File: config.mk
export PLATFORM = sky130hd
export DESIGN_NAME = hreq_top
export DESIGN_NICKNAME = d
export VERILOG_FILES = /design/src/rtl/hreq_pkg.sv /design/src/rtl/hreq_sync.sv /design/src/rtl/hreq_ctrl.sv /design/src/rtl/hreq_out.sv /design/src/rtl/hreq_top.sv
export SDC_FILE = /design/constraint.sdc
export NUM_CORES = 1
export LEC_CHECK = 0
export BUFFER_PORTS_ARGS = -buffer_cell sky130_fd_sc_hd__buf_2
export CORE_AREA = 2 2 39 41
export CTS_CLUSTER_SIZE = 24
export DETAILED_ROUTE_END_ITERATION = 6
export DIE_AREA = 0 0 41 43
export GPL_TIMING_DRIVEN = 0
export PLACE_DENSITY = 0.49
export SETUP_SLACK_MARGIN = 0.5
export SYNTH_ARGS = -nofsm -noshare
export SYNTH_HDL_FRONTEND = slang
export SYNTH_HIERARCHICAL = 1
export SYNTH_SLANG_ARGS = --single-unit
File: constraint.sdc
create_clock -name clk_i -period 1.6 [get_ports clk_i]
set_input_delay 0.24 -clock clk_i [delete_from_list [all_inputs] [get_ports clk_i]]
set_output_delay 0.24 -clock clk_i [all_outputs]
set_load 0.1 [all_outputs]
File: src/rtl/hreq_pkg.sv
package hreq_pkg;
  typedef enum logic [1:0] {
    ST_IDLE = 2'd0,
    ST_ARM  = 2'd1,
    ST_SEEN = 2'd2
  } req_state_e;
endpackage

File: src/rtl/hreq_sync.sv
module hreq_sync #(
  parameter int unsigned WIDTH  = 2,
  parameter int unsigned STAGES = 2,
  parameter logic [WIDTH-1:0] RST_VAL = '1
) (
  input  logic             clk_i,
  input  logic             rst_ni,
  input  logic [WIDTH-1:0] async_i,
  output logic [WIDTH-1:0] sync_o
);
  logic [WIDTH-1:0] stage_q [STAGES];

  for (genvar s = 0; s < STAGES; s++) begin : g_stage
    always_ff @(posedge clk_i or negedge rst_ni) begin
      if (!rst_ni)     stage_q[s] <= RST_VAL;
      else if (s == 0) stage_q[s] <= async_i;
      else             stage_q[s] <= stage_q[(s == 0) ? 0 : s-1];
    end
  end

  assign sync_o = stage_q[STAGES-1];
endmodule

File: src/rtl/hreq_ctrl.sv
module hreq_ctrl
  import hreq_pkg::*;
(
  input  logic clk_i,
  input  logic rst_ni,
  input  logic cfg_we_i,
  input  logic cfg_mode_i,
  input  logic cfg_pol_i,
  input  logic trig_we_i,
  input  logic trig_wdata_i,
  input  logic cs_s_ni,
  input  logic rs_s_ni,
  output logic pend_o,
  output logic mode_o,
  output logic pol_o
);
  req_state_e state_q, state_d;
  logic mode_q, pol_q;
  logic trig_set, access;

  assign trig_set = trig_we_i && trig_wdata_i;
  // access qualifies only while chip-select is low
  assign access   = !cs_s_ni && !rs_s_ni;

  always_ff @(posedge clk_i or negedge rst_ni) begin
    if (!rst_ni) begin
      mode_q <= 1'b0;
      pol_q  <= 1'b0;
    end else if (cfg_we_i) begin
      mode_q <= cfg_mode_i;
      pol_q  <= cfg_pol_i;
    end
  end

  always_comb begin
    state_d = state_q;
    unique case (state_q)
      ST_IDLE: if (trig_set) state_d = ST_ARM;
      ST_ARM:  if (access) state_d = mode_q ? ST_SEEN : ST_IDLE;
      ST_SEEN: if (cs_s_ni || (!mode_q && !rs_s_ni)) state_d = ST_IDLE;
      default: state_d = ST_IDLE;
    endcase
  end

  always_ff @(posedge clk_i or negedge rst_ni) begin
    if (!rst_ni) state_q <= ST_IDLE;
    else         state_q <= state_d;
  end

  assign pend_o = (state_q != ST_IDLE);
  assign mode_o = mode_q;
  assign pol_o  = pol_q;

  assert_trig_start_R2: assert property (@(posedge clk_i) disable iff (!rst_ni)
    (trig_set && !pend_o) |=> pend_o);

  assert_no_spurious_start_R3: assert property (@(posedge clk_i) disable iff (!rst_ni)
    (!pend_o && !trig_set) |=> !pend_o);

  assert_level_negate_R5: assert property (@(posedge clk_i) disable iff (!rst_ni)
    (state_q == ST_ARM && !mode_q && access) |=> !pend_o);

  assert_need_both_R6: assert property (@(posedge clk_i) disable iff (!rst_ni)
    (state_q == ST_ARM && !access) |=> pend_o);

  assert_release_negate_R7: assert property (@(posedge clk_i) disable iff (!rst_ni)
    ($fell(pend_o) && $past(mode_q) && $past(state_q == ST_SEEN)) |-> $past(cs_s_ni));

  assert_release_hold_R9: assert property (@(posedge clk_i) disable iff (!rst_ni)
    (state_q == ST_ARM && mode_q && rs_s_ni) |=> pend_o);
endmodule

File: src/rtl/hreq_out.sv
module hreq_out (
  input  logic pend_i,
  input  logic pol_i,
  output logic dreq_o
);
  // idle drives inverse of polarity
  assign dreq_o = pend_i ? pol_i : ~pol_i;
endmodule

File: src/rtl/hreq_top.sv
module hreq_top #(
  parameter int unsigned SYNC_STAGES = 2
) (
  input  logic clk_i,
  input  logic rst_ni,
  input  logic cfg_we_i,
  input  logic cfg_mode_i,
  input  logic cfg_pol_i,
  input  logic trig_we_i,
  input  logic trig_wdata_i,
  input  logic host_cs_ni,
  input  logic host_rs_ni,
  output logic dreq_o,
  output logic busy_o,
  output logic mode_o,
  output logic pol_o
);
  localparam int unsigned NSIG = 2;

  logic [NSIG-1:0] host_sync;
  logic pend;

  hreq_sync #(.WIDTH(NSIG), .STAGES(SYNC_STAGES), .RST_VAL('1)) u_sync (
    .clk_i  (clk_i),
    .rst_ni (rst_ni),
    .async_i({host_cs_ni, host_rs_ni}),
    .sync_o (host_sync)
  );

  hreq_ctrl u_ctrl (
    .clk_i       (clk_i),
    .rst_ni      (rst_ni),
    .cfg_we_i    (cfg_we_i),
    .cfg_mode_i  (cfg_mode_i),
    .cfg_pol_i   (cfg_pol_i),
    .trig_we_i   (trig_we_i),
    .trig_wdata_i(trig_wdata_i),
    .cs_s_ni     (host_sync[1]),
    .rs_s_ni     (host_sync[0]),
    .pend_o      (pend),
    .mode_o      (mode_o),
    .pol_o       (pol_o)
  );

  hreq_out u_out (
    .pend_i(pend),
    .pol_i (pol_o),
    .dreq_o(dreq_o)
  );

  assign busy_o = pend;

  assert_assert_level_R4: assert property (@(posedge clk_i) disable iff (!rst_ni)
    ($rose(busy_o) && $stable(pol_o)) |-> (dreq_o == pol_o));

  assert_clear_with_negate_R8: assert property (@(posedge clk_i) disable iff (!rst_ni)
    ($fell(busy_o) && $stable(pol_o)) |-> (dreq_o != pol_o));
endmodule

; Yosys cells after proc, flatten, opt, wreduce, memory -nomap -nowiden
; Index checks and enable logic that the tools add are counted.
[totals]
ff_bits = 8
[op_classes]
n_mux = 6
bitwise = 1
n_eq_ne = 5
n_reduce_logical = 10
[op_table]
columns = operator, count
row1 = $mux 2, 4
row2 = $ne 2x1->1 const B, 3
row3 = $pmux 2 s3, 1
row4 = $logic_and 1x1->1, 3
row5 = $logic_not 1->1, 3
row6 = $reduce_and 3->1, 1
row7 = $eq 2x1->1 const B, 1
row8 = $eq 2x2->1 const B, 1
row9 = $logic_not 2->1, 1
row10 = $reduce_bool 2->1, 1
row11 = $logic_or 1x1->1, 1
row12 = $mux 1, 1
row13 = $not 1->1, 1

; Depth between registers and ports, before layout
[depth]
ltp_word = 5
mapped_depth = 3
depth_no_buf = 3

; Hierarchy
; The synthesis kept the hierarchy.
[by_module_without_submodules]
columns = module, cells_per_inst, instances, area_per_inst_um2, seq_area_each_um2
row1 = hreq_ctrl, 14, 1, 171.4, 100.1
row2 = hreq_sync, 6, 1, 120.1, 105.1
row3 = hreq_out, 1, 1, 8.8, 0.0

; Worst setup path before layout
; Ideal clock, no wire load.
[synth_path]
path_type = register -> output
startpoint = reg u_ctrl.state_q[1]
endpoint = out dreq_o
slack_ps = -1218
path_stages_with_launch = 3
n_path_buf = 0
arrival_time_ps = 2578
path_cell_list = dfrtp_1 > or2_2 > xnor2_1
[synth_between]
elab_chain_cells = 2
[synth_lines]
columns = element, line_no
row1 = "start, declared", hreq_ctrl.sv:17  ; req_state_e state_q, state_d;
row2 = "start signal, assigned", hreq_ctrl.sv:47  ; else state_q <= state_d;
row3 = $reduce_bool 2->1, hreq_ctrl.sv:50  ; assign pend_o = (state_q != ST_IDLE);
row4 = net busy_o, hreq_top.sv:14  ; output logic busy_o,
row5 = $mux 1, hreq_out.sv:7  ; assign dreq_o = pend_i ? pol_i : ~pol_i;
row6 = "end, declared", hreq_top.sv:13  ; output logic dreq_o,
; The timed path passes the listed nets, and every way through them passes these cells.

; Worst setup path after layout
[layout_path]
startpoint = reg u_ctrl.state_q[1]
endpoint = out dreq_o
[layout_between]
elab_chain_cells = 2
[layout_lines]
columns = element, line_no
row1 = $reduce_bool 2->1, hreq_ctrl.sv:50
row2 = $mux 1, hreq_out.sv:7
; No other way between the ends.

==> qor.csv <==
metric,value,unit
outcome,"complete, no violations",
CP required,1.36,ns
Routed WL,508,um
Seq cells post-synth,8,
peak supply drop,0.0004074,V
Max-Slew Margin vs Limit,68.01,%
CP Class,flip-flop to primary output,
"Clk Latency, worst-skew pair",0.25,ns
Synth top area share,35.00,%
routability cong.,0.5433,
Hold WS,0.08137,ns
most common flop cell mapped by yosys,dfstp_2,
largest net degree at the start of global routing,9,
Layout area overhead,72.50,%
sequential fraction of the synthesis area,68.33,%
Post-Synthesis Cells,21,
CTS tree,yes,
worst-path fanout max,2,
FMAX,677.5,MHz
critical path endpoint category,primary output,
clk buf depth,2,
DRC viols,0,
"Distinct cells, synth",12,
Routed WL per cell,9.071,um
FF-to-FF setup slack,0.41,ns
Starting Density,21.70,%
RSZ-0062 raised after global routing,yes,
row cnt,14,
Synth Warn #,6,
"Avg Cell Area, Syn",14.30,um^2
total vias in the final route,228,
type of origin of the critical path,flip-flop,
CTS Buf Count,3,
CP startpoint,u_ctrl/state_q[1],
critical path data arrival time,1.24,ns
worst slew pin tran,0.4831,ns
final hold vios,0,
Leak,0.0002299,uW
synthesized area,300.3,um^2
Yosys top cell by area,dfstp_2,
TritonRoute pass-1 iters,2,
vias in the first global route,227,
Async SR Flop Fraction,100.0,%
Hold Path Origin,host_rs_ni,
remaining antenna violation count after routing,0,
syn_nets,30,
Congestion Overflow GR,0,
reg-to-reg startpoint,u_sync/sync_o[0],
sinks on the clock net,8,
final slew viol count,0,
Register Area,210.2,um^2
Pwr Density,1583,nW/um^2
Port-buffer cells,12,
IO Count,13,
die area,1763,um^2
All-Layer GR Usage,7.731,%
Max Cap Violations,0,
core box area,1384,um^2
Detailed Route Iter0 Violations,3,
Layout Utilization,37.43,%
DIE WIDTH,41,um
multi-input combinational cell area,105.1,um^2
"CTS clk-pin slew, worst paths",0.06,ns
Die H,43,um
H-tree levels,1,
nets@finish,50,
clock root buffer,clkbuf_4,
Synth top cells by count,"dfrtp_1 (4), dfstp_2 (4), a21oi_1 (2), buf_4 (2), mux2_2 (2)",
share of cells above drive strength 1,80.00,%
Overall Power,820.2,uW
first-pass GRT wire length,841,um
ANT cells,0,
post-DR vias/cell,4.071,
Final Skew,0.006953,ns
Worst Hold Class,input port to flip-flop,
setup_tns,0,ns
minimum clock period,1.476,ns
placed inst area,406.6,um^2
Tcrit/Tclk final,92.25,%
final setup violating endpoints,0,
initial antenna violation count,0,
Final Cell Area,518.0,um^2
Post-synth EDFFs,0,
Filler Cells Inserted,142,
Area contributors post-synth,"dfstp_2 (35%), dfrtp_1 (33%), mux2_2 (7.5%), buf_4 (5.0%), a21oi_1 (3.3%)",
per-stage QoR:
stage,cells,setup WS (ns)
6_report,56,0.1240
2_1_floorplan,21,-0.03207
3_5_place_dp,49,0.1436
3_3_place_gp,49,0.1481
4_1_cts,56,0.1072
5_1_grt,56,0.05743
final timing paths:
kind                                     end  depth (start not counted)
setup reg to reg           u_ctrl/state_q[1]                          3
setup / recovery                      dreq_o                          3
max in group asynchronous   u_sync/sync_o[1]                          2
min in group asynchronous      u_ctrl/mode_o                          2
hold reg to reg             u_sync/sync_o[0]                          0
hold / removal             u_sync/stage_q[2]                          1
repair_timing:
item                                    in CTS  in global routing
setup buffers                                2                  0
endpoints found under the setup margin       5                  5
resized for setup                           13                  3
pin swaps                                    2                  1
gates cloned                                 0                  0
hold buffers                                 1                  0
endpoints found under the hold margin        4                  0
state kept, by name, summed over array words and instances, names as in the netlist:
register        flops
u_ctrl/mode_o       1
u_ctrl/pol_o        1
u_ctrl/state_q      2
u_sync/stage_q      2
u_sync/sync_o       2
cells in the final DEF, fill, tap and decap left out:
cell / count
clkbuf_1: 1
dfrtp_2: 1
inv_2: 1
buf_4: 2
dfstp_2: 4
xnor2_4: 1
a21oi_2: 1
dfrtp_4: 1
clkbuf_4: 3
or2_4: 1
buf_2: 9
or4b_4: 1
nor2_1: 1
o211ai_1: 1
dlygate4sd3_1: 1
buf_12: 3
a21oi_1: 1
buf_6: 2
a211oi_1: 1
mux2_2: 2
dfrtp_1: 2
area by class of cell:
cell class / count / area share, %
flip-flops and latches: 8 / 40.58
inverters: 1 / 0.7246
plain buffers: 2 / 3.623
clock buffers: 4 / 5.072
well taps: 16 / 3.865
multi-input cells: 10 / 20.29
repair buffers: 15 / 25.85
kinds of logic after synthesis:
group	synth area share, %
simple gates	6.667
xor+xnor	2.917
compound gates	8.335
buf+inv	6.247
flops	68.33
mux	7.499
critical path: stages (launching register included):
cell and delay, ns:
dfrtp_1 0.37, or2_4 0.28, xnor2_4 0.15, buf_12 0.19
routing by layer:
layer / global-route usage (%) / vias to the layer above / share of wire, %
met5: 0 / - / 0
met4: 8.000 / 0 / 3.3
met3: 3.141 / 2 / 9.1
met2: 12.50 / 12 / 52
met1: 6.040 / 107 / 35
li1: - / 107 / -
power breakdown:
group / internal (uW) / switching (uW)
Combinational: 156 / 254
Sequential: 230 / 18.7
Clock: 95.3 / 66.9
Total: 481 / 339
No activity file was read; power rests on OpenSTA's default activity.
